### src/rtl/vbr_pkg.sv
package vbr_pkg;

    typedef enum logic {
        ST_IDLE = 1'b0,
        ST_RUN  = 1'b1
    } vbr_state_e;

    // captured options of one branch evaluation
    typedef struct packed {
        logic [4:0] bo;
        logic       vec;
        logic       all_m;
        logic       sz;
        logic       snz;
        logic       ctr_test;
        logic       ctr_inv;
        logic       vl_set;
        logic       vl_sense;
        logic       vl_incl;
        logic       lk;
        logic       lr_upd;
        logic       sl;
        logic       sl_upd;
        logic       aa;
        logic       mode64;
    } vbr_mode_t;

    // verdict on the element currently addressed
    typedef struct packed {
        logic skip;    // masked out and not substituted
        logic pass;    // condition and count checks both hold
        logic dec;     // count register decrements this cycle
        logic vl_hit;  // truncation fires here
        logic stop;    // walk ends after this element
    } vbr_elem_t;

    function automatic logic pick_bit(input logic [3:0] fld, input logic [1:0] k);
        return fld[k];
    endfunction

    function automatic logic cond_check(input logic [4:0] bo, input logic tb);
        return bo[4] | ~(tb ^ bo[3]);
    endfunction

    function automatic logic count_check(input logic [4:0] bo, input logic nz);
        return bo[2] | (nz ^ bo[1]);
    endfunction

endpackage

### src/rtl/vbr_elem.sv
module vbr_elem
    import vbr_pkg::*;
#(
    parameter int XLEN = 64
) (
    input  vbr_mode_t        md,
    input  logic             pred,
    input  logic             fbit,
    input  logic [XLEN-1:0]  ctr,
    output vbr_elem_t        er
);
    localparam int LOW = (XLEN > 32) ? 32 : XLEN;

    logic tb, cond, nz, cok, pass, skip, hit, dec_t;

    always_comb begin
        skip  = ~pred & ~md.sz;
        tb    = pred ? fbit : md.snz;
        cond  = cond_check(md.bo, tb);
        nz    = md.mode64 ? (|ctr) : (|ctr[LOW-1:0]);
        cok   = count_check(md.bo, nz);
        pass  = cond & cok;
        hit   = ~skip & md.vl_set & (pass == md.vl_sense);
        // decrement rule for a tested element
        if (md.ctr_test) dec_t = cond ^ md.ctr_inv;
        else             dec_t = ~md.ctr_inv;
        er.skip   = skip;
        er.pass   = pass;
        er.vl_hit = hit;
        if (skip)
            er.dec = ~md.bo[2] & ~md.ctr_test & md.ctr_inv;
        else
            er.dec = ~md.bo[2] & dec_t & ~(hit & ~md.vl_incl);
        er.stop = ~skip & (hit | (md.all_m != pass) | ~md.vec);
    end

endmodule

### src/rtl/vbr_ctrl.sv
module vbr_ctrl
    import vbr_pkg::*;
#(
    parameter int VLMAX = 64,
    parameter int XLEN  = 64,
    parameter int FW    = 7,
    localparam int VLW  = $clog2(VLMAX + 1),
    localparam int IW   = $clog2(VLMAX)
) (
    input  logic              clk,
    input  logic              rst,
    input  logic              start,
    input  vbr_mode_t         md_in,
    input  logic [FW+1:0]     bi_in,
    input  logic [VLMAX-1:0]  mask_in,
    input  logic [VLW-1:0]    vl_in,
    input  logic [XLEN-1:0]   ctr_in,
    input  vbr_elem_t         er,
    output vbr_mode_t         md,
    output logic              cur_pred,
    output logic [1:0]        bsel,
    output logic [XLEN-1:0]   ctr_q,
    output logic [FW-1:0]     fld_idx,
    output logic              fld_rd,
    output logic              busy,
    output logic              accept,
    output logic              done,
    output logic              taken,
    output logic [VLW-1:0]    vl_out
);
    vbr_state_e         st_q;
    logic [FW+1:0]      bi_q;
    logic [VLMAX-1:0]   mask_q;
    logic [VLW-1:0]     idx_q, tend_q, vl_q, vlr_q;
    logic               acc_q, done_q, tk_q;
    logic               in_run, at_end, live, acc_nx;
    logic [VLW-1:0]     vl_new;

    always_comb begin
        in_run   = (st_q == ST_RUN);
        at_end   = (idx_q >= vl_q);
        live     = in_run & ~at_end;
        cur_pred = (idx_q < VLW'(VLMAX)) ? mask_q[idx_q[IW-1:0]] : 1'b0;
        acc_nx   = md.all_m ? (acc_q & er.pass) : (acc_q | er.pass);
        vl_new   = md.vl_incl ? (idx_q + VLW'(1)) : tend_q;
        fld_idx  = bi_q[FW+1:2] + (md.vec ? FW'(idx_q) : FW'(0));
        fld_rd   = live & cur_pred;
    end

    assign bsel   = bi_q[1:0];
    assign busy   = in_run;
    assign accept = start & ~in_run;
    assign done   = done_q;
    assign taken  = tk_q;
    assign vl_out = vlr_q;

    always_ff @(posedge clk) begin
        if (rst) begin
            st_q   <= ST_IDLE;
            md     <= '0;
            bi_q   <= '0;
            mask_q <= '0;
            idx_q  <= '0;
            tend_q <= '0;
            vl_q   <= '0;
            vlr_q  <= '0;
            ctr_q  <= '0;
            acc_q  <= 1'b0;
            done_q <= 1'b0;
            tk_q   <= 1'b0;
        end else begin
            done_q <= 1'b0;
            case (st_q)
                ST_IDLE: begin
                    if (start) begin
                        md     <= md_in;
                        bi_q   <= bi_in;
                        mask_q <= mask_in;
                        vl_q   <= vl_in;
                        vlr_q  <= vl_in;
                        ctr_q  <= ctr_in;
                        idx_q  <= '0;
                        tend_q <= '0;
                        acc_q  <= md_in.all_m;
                        st_q   <= ST_RUN;
                    end
                end
                ST_RUN: begin
                    if (at_end) begin
                        done_q <= 1'b1;
                        tk_q   <= acc_q;
                        st_q   <= ST_IDLE;
                    end else begin
                        if (er.dec) ctr_q <= ctr_q - XLEN'(1);
                        if (!er.skip) begin
                            acc_q  <= acc_nx;
                            tend_q <= idx_q + VLW'(1);
                        end
                        if (er.vl_hit) vlr_q <= vl_new;
                        if (er.stop) begin
                            done_q <= 1'b1;
                            tk_q   <= acc_nx;
                            st_q   <= ST_IDLE;
                        end else begin
                            idx_q <= idx_q + VLW'(1);
                        end
                    end
                end
                default: st_q <= ST_IDLE;
            endcase
        end
    end

    AST_DONE_PULSE: assert property (@(posedge clk) disable iff (rst)
        done_q |=> !done_q);

    AST_CTR_STEP: assert property (@(posedge clk) disable iff (rst)
        in_run |=> (ctr_q == $past(ctr_q) || ctr_q == $past(ctr_q) - XLEN'(1)));

    AST_VL_NO_GROW: assert property (@(posedge clk) disable iff (rst)
        done_q |-> (vlr_q <= vl_q));

    AST_VL_ZERO: assert property (@(posedge clk) disable iff (rst)
        (done_q && vl_q == '0) |-> (tk_q == md.all_m));

    AST_SCALAR_ONCE: assert property (@(posedge clk) disable iff (rst)
        (fld_rd && !md.vec) |=> !fld_rd);

    AST_ALL_EXIT: assert property (@(posedge clk) disable iff (rst)
        (fld_rd && md.all_m && !er.pass) |=> !busy);

endmodule

### src/rtl/vbr_target.sv
module vbr_target
    import vbr_pkg::*;
#(
    parameter int XLEN = 64,
    parameter int BDW  = 14
) (
    input  logic             clk,
    input  logic             rst,
    input  logic             accept,
    input  logic [XLEN-1:0]  cia,
    input  logic [BDW-1:0]   bd,
    input  vbr_mode_t        md,
    input  logic             done,
    input  logic             taken,
    output logic [XLEN-1:0]  nia,
    output logic [XLEN-1:0]  lr_val,
    output logic             lr_we,
    output logic             svlr_we
);
    localparam int EXTW = XLEN - BDW - 2;

    logic [XLEN-1:0] cia_q, off, seq_pc;
    logic [BDW-1:0]  bd_q;

    always_ff @(posedge clk) begin
        if (rst) begin
            cia_q <= '0;
            bd_q  <= '0;
        end else if (accept) begin
            cia_q <= cia;
            bd_q  <= bd;
        end
    end

    always_comb begin
        off     = {{EXTW{bd_q[BDW-1]}}, bd_q, 2'b00};
        seq_pc  = cia_q + XLEN'(8);
        nia     = taken ? (md.aa ? off : cia_q + off) : seq_pc;
        lr_val  = seq_pc;
        lr_we   = done & (md.lk ^ (taken & md.lr_upd));
        svlr_we = done & (md.sl ^ (taken & md.sl_upd));
    end

    AST_LINK_GATE: assert property (@(posedge clk) disable iff (rst)
        (lr_we && !md.lk) |-> (taken && md.lr_upd));

    AST_SVLINK_GATE: assert property (@(posedge clk) disable iff (rst)
        (svlr_we && !md.sl) |-> (taken && md.sl_upd));

endmodule

### src/rtl/vbr_seq.sv
module vbr_seq
    import vbr_pkg::*;
#(
    parameter int VLMAX = 64,
    parameter int XLEN  = 64,
    parameter int BDW   = 14,
    parameter int FW    = 7,
    localparam int VLW  = $clog2(VLMAX + 1)
) (
    input  logic              clk,
    input  logic              rst,
    input  logic              start,
    input  logic [4:0]        bo,
    input  logic [FW+1:0]     bi,
    input  logic              vec_op,
    input  logic              all_mode,
    input  logic              sz,
    input  logic              snz,
    input  logic              ctr_test,
    input  logic              ctr_inv,
    input  logic              vl_set,
    input  logic              vl_sense,
    input  logic              vl_incl,
    input  logic              lk,
    input  logic              lr_upd,
    input  logic              sl,
    input  logic              sl_upd,
    input  logic              aa,
    input  logic              mode64,
    input  logic [VLMAX-1:0]  pred_mask,
    input  logic [VLW-1:0]    vl,
    input  logic [XLEN-1:0]   ctr_in,
    input  logic [XLEN-1:0]   cia,
    input  logic [BDW-1:0]    bd,
    output logic [FW-1:0]     fld_idx,
    output logic              fld_rd,
    input  logic [3:0]        fld_data,
    output logic              busy,
    output logic              done,
    output logic              taken,
    output logic [XLEN-1:0]   nia,
    output logic              lr_we,
    output logic [XLEN-1:0]   lr_val,
    output logic              svlr_we,
    output logic [XLEN-1:0]   ctr_out,
    output logic [VLW-1:0]    vl_out
);
    vbr_mode_t md_in, md;
    vbr_elem_t er;
    logic      cur_pred, fbit, accept;
    logic [1:0] bsel;

    always_comb begin
        md_in.bo       = bo;
        md_in.vec      = vec_op;
        md_in.all_m    = all_mode;
        md_in.sz       = sz;
        md_in.snz      = snz;
        md_in.ctr_test = ctr_test;
        md_in.ctr_inv  = ctr_inv;
        md_in.vl_set   = vl_set;
        md_in.vl_sense = vl_sense;
        md_in.vl_incl  = vl_incl;
        md_in.lk       = lk;
        md_in.lr_upd   = lr_upd;
        md_in.sl       = sl;
        md_in.sl_upd   = sl_upd;
        md_in.aa       = aa;
        md_in.mode64   = mode64;
    end

    assign fbit = pick_bit(fld_data, bsel);

    vbr_ctrl #(.VLMAX(VLMAX), .XLEN(XLEN), .FW(FW)) u_ctrl (
        .clk(clk), .rst(rst), .start(start),
        .md_in(md_in), .bi_in(bi), .mask_in(pred_mask), .vl_in(vl), .ctr_in(ctr_in),
        .er(er), .md(md), .cur_pred(cur_pred), .bsel(bsel), .ctr_q(ctr_out),
        .fld_idx(fld_idx), .fld_rd(fld_rd), .busy(busy), .accept(accept),
        .done(done), .taken(taken), .vl_out(vl_out)
    );

    vbr_elem #(.XLEN(XLEN)) u_elem (
        .md(md), .pred(cur_pred), .fbit(fbit), .ctr(ctr_out), .er(er)
    );

    vbr_target #(.XLEN(XLEN), .BDW(BDW)) u_target (
        .clk(clk), .rst(rst), .accept(accept), .cia(cia), .bd(bd), .md(md),
        .done(done), .taken(taken), .nia(nia), .lr_val(lr_val),
        .lr_we(lr_we), .svlr_we(svlr_we)
    );

endmodule

### config.mk
export PLATFORM = sky130hd
export DESIGN_NAME = vbr_seq
export DESIGN_NICKNAME = d
export VERILOG_FILES = /design/src/rtl/vbr_pkg.sv /design/src/rtl/vbr_elem.sv /design/src/rtl/vbr_ctrl.sv /design/src/rtl/vbr_target.sv /design/src/rtl/vbr_seq.sv
export SDC_FILE = /design/constraint.sdc
export NUM_CORES = 1
export LEC_CHECK = 0
export ABC_AREA = 0
export ABC_CLOCK_PERIOD_IN_PS = 6700
export BUFFER_PORTS_ARGS = -buffer_cell sky130_fd_sc_hd__buf_2
export CAP_MARGIN = 20
export CORE_MARGIN = 4
export CORE_UTILIZATION = 54
export DETAILED_ROUTE_END_ITERATION = 6
export PLACE_DENSITY = 0.81
export RECOVER_POWER = 100
export SETUP_SLACK_MARGIN = 0.3
export SLEW_MARGIN = 20
export SYNTH_ARGS = -nofsm -noshare
export SYNTH_HDL_FRONTEND = slang
export SYNTH_SLANG_ARGS = --single-unit
### constraint.sdc
create_clock -name clk -period 6.7 [get_ports clk]
set_input_delay 1.34 -clock clk [delete_from_list [all_inputs] [get_ports clk]]
set_output_delay 1.34 -clock clk [all_outputs]
set_load 0.05 [all_outputs]
==> flow_summary.ini <==
[yosys]
synthAdderAreaFrac_pct = 5.78
synth_top_family_by_area = compound AO/OA/AOI/OAI gates
synthSimpleGateAreaFrac_pct = 24.2
synth-compound-area-share_pct = 25.0
synth_xor_area_share_pct = 5.93
yosysUniqueCellTypes = 76
syn_nets = 2741
yosysWarnings = 0
yosys.area.top_type_share_pct = 30.3
synth_area_leaders = dfxtp_1 (30%), nand2_1 (10%), a21oi_1 (10%)
yosys.area.top_type = dfxtp_1
synthArstFlopShare_pct = 0
synth_area_mm2 = 0.0176
avgSynthCellArea_um2 = 7.29
muxShareOfSynthArea_pct = 4.22
synth_edf_count = 0
ys.flop_type = dfxtp_1
yosysSeqAreaShare_pct = 30.3
synth_seq_cells = 266
syn_inst = 2412

[clock_tree]
cts_tree = yes
clock_sinks = 266
ctsHtreeMaxLevel = 1
clock_path_buffers = 3
clk_latency_ps = 570
clk_pin_slew_ps = 60
clk_root_buffer_cell = clkbuf_16
cts_made_buffers = 30

[power]
power_frac_comb_pct = 30.6
power_density_mw_per_mm2 = 241
ir_drop_v = 0.000178
switchingPower_uw = 1920
pwr-share-seq_pct = 36.7
totalPowerFinal_uw = 4990
swShare_pct = 38.5
p_int_uw = 3070
p_leak_uw = 0.00861
clkPwrFrac_pct = 32.7

[critical_path]
reg2reg_from = u_ctrl.busy$_SDFF_PP0_
r2r_cells = 6
required_ps = 5360
startpoint_type = flop
critPathKind = reg -> out
end_kind = output pin
r2r_slack_ps = 670
reg2reg_to = u_ctrl.acc_q$_SDFFE_PP0P_
crit_fanout = 4
cp.arrival_ps = 4990

[grt]
grt_remaining_overflow = 0
grt_max_degree = 195
antenna_found_initial = 16
grt_pass1_wl_um = 98800
grtUsageTotal_pct = 33.4
grt_pass1_vias = 18600

[sta]
final.setup.tns_ps = 0
tightest_slew_ps = 3440
skew_ps = 20.2
rsz0062_at_grt = true
report.final.hold_viol_count = 0
clock.fmax_ghz = 0.158
slew_violations = 277
finalCritPeriodShare_pct = 94.5
setup_ws_ps = 371
fin_crit_ps = 6330
setup_viol = 0
worst_slew_margin_rel_pct = -129

[placement]
place_ws_ps = 881
place.gp.congestion = 0.969
hpwl_um = 46300
post_dp_cell_area_mm2 = 0.0200
portBuffers = 459

[detailed_routing]
drt-initial-drc-count = 1485
via_per_inst = 6.02
antenna_left = 0
drtPass1Iterations = 6
vias = 19500
drt-total-wl_um = 63700
post_drt_wl_per_cell_um = 19.7
drc = 0

[floorplanning]
start_util_pct = 55.3
row_count = 65
die_h_um = 188
die-area_mm2 = 0.0355
die_w_um = 188
io_pins = 461
core_mm2 = 0.0318

[final_layout]
fillers = 2957
drive_gt1_share_pct = 13.4
final_area_mm2 = 0.0207
regArea_mm2 = 0.00533
final_common_cell = nand2_1
syn2layout_area_growth_pct = 18.0
final_cell_mix = nand2_1 (484), a21oi_1 (363), dfxtp_1 (263)
fin_nets = 3100
multi_input_area_mm2 = 0.0115

[run_status]
status = complete, but fails checks
violations = capacitance limit, slew limit

[hold_path]
min_path_cells = 2
min_to = u_ctrl.mask_q[24]$_SDFFE_PP0P_
min_from = u_ctrl.mask_q[24]$_SDFFE_PP0P_
hp-class = reg -> reg

[run]
max_cap_viol_count = 3
## worst max-delay path, stage by stage, from the launching register on
cell and delay, ps:
dfxtp_1 390, ha_1 190, inv_1 50, fa_1 370, nor2b_1 220, o2111ai_1 220, a2111oi_2 470, or2_2 230
a32oi_1 150, a31oi_1 460, a31oi_2 210, o22ai_1 330, nor2b_2 120, buf_4 160, o21ai_0 240, nand3_1 120
o211ai_1 160, clkbuf_4 310
## area by class of cell
type,instances,area share [%]
multi-input combinational,1944,55.3
sequential,266,25.7
timing repair buffer,478,10.6
clock buffer,41,4.06
tap,435,2.62
inverter,51,0.923
clock inverter,10,0.615
antenna,10,0.121
## how the worst max path moves through the flow
stage | from | slack, ps | endpoint | cells past startpoint
final | u_target.cia_q[2]$_SDFFE_PP0P_ | 370 | nia[56] | 17
after global routing | u_target.cia_q[2]$_SDFFE_PP0P_ | 130 | nia[56] | 17
after global placement | u_target.cia_q[2]$_SDFFE_PP0P_ | 920 | nia[58] | 16
after floorplan | u_target.bd_q[13]$_SDFFE_PP0P_ | 760 | nia[58] | 14
after detailed placement | u_target.cia_q[2]$_SDFFE_PP0P_ | 880 | nia[58] | 16
after CTS | u_target.cia_q[2]$_SDFFE_PP0P_ | 330 | nia[58] | 16
## power groups by stage
stage	clock network (uW)	logic (uW)	registers (uW)
floorplan	0	1000	1960
detailed placement	0	1530	1860
CTS	1650	1540	1830
global route	1720	1640	1850
global placement	0	1510	1850
finish	1630	1530	1830
## through the flow
stage | instances | util (%) | hold WS (ps)
floorplan | 2412 | - | 433
global placement | 3173 | 62.9 | 439
detailed placement | 3173 | 62.9 | 446
CTS | 3224 | 66.0 | 454
global route | 3232 | 65.2 | 466
finish | 3235 | 65.2 | 454
## logic make-up after synthesis
family | Yosys count
flops | 266
fa+ha+maj | 80
mux | 51
simple gates | 961
compound gates | 733
buf+inv | 202
xor+xnor | 119
## synthesized netlist by cell type, drive strengths merged (12+ instances only)
cell type / number
a21o: 45
a21oi: 363
a31oi: 25
and2: 25
and3: 43
buf: 19
clkbuf: 132
dfxtp: 266
ha: 78
inv: 50
mux2i: 29
mux4: 17
nand2: 486
nand2b: 14
nand3: 51
nand4: 26
nor2: 185
nor2b: 20
nor3: 49
nor4: 14
o211ai: 26
o21a: 20
o21ai: 123
o21bai: 12
o22a: 19
or3: 19
xnor2: 85
xor2: 34
## metal layers
| layer | vias to the layer above | routed length, um | track usage [%] |
|---|---|---|---|
| li1 | 9254 | - | - |
| met1 | 9138 | 25400 | 42.1 |
| met2 | 906 | 30300 | 57.2 |
| met3 | 162 | 5570 | 6.58 |
| met4 | 16 | 2450 | 12.0 |
| met5 | - | 119 | 0 |
## registers in the layout, summed over array words and instances (netlist names), 9 cells and up
register,flops
u_ctrl.md,19
u_target.bd_q,14
u_ctrl.mask_q,64
u_target.cia_q,64
u_ctrl.bi_q,9
u_ctrl.ctr_q,64
## timing repair
action / in CTS / in global routing
buffers inserted: 0 / 1
resized for setup: 3 / 7
setup endpoints to repair: 3 / 6
endpoints found under the hold margin: 0 / 0
hold buffers: 0 / 0
Note: power is estimated with default switching activity, not from simulation.
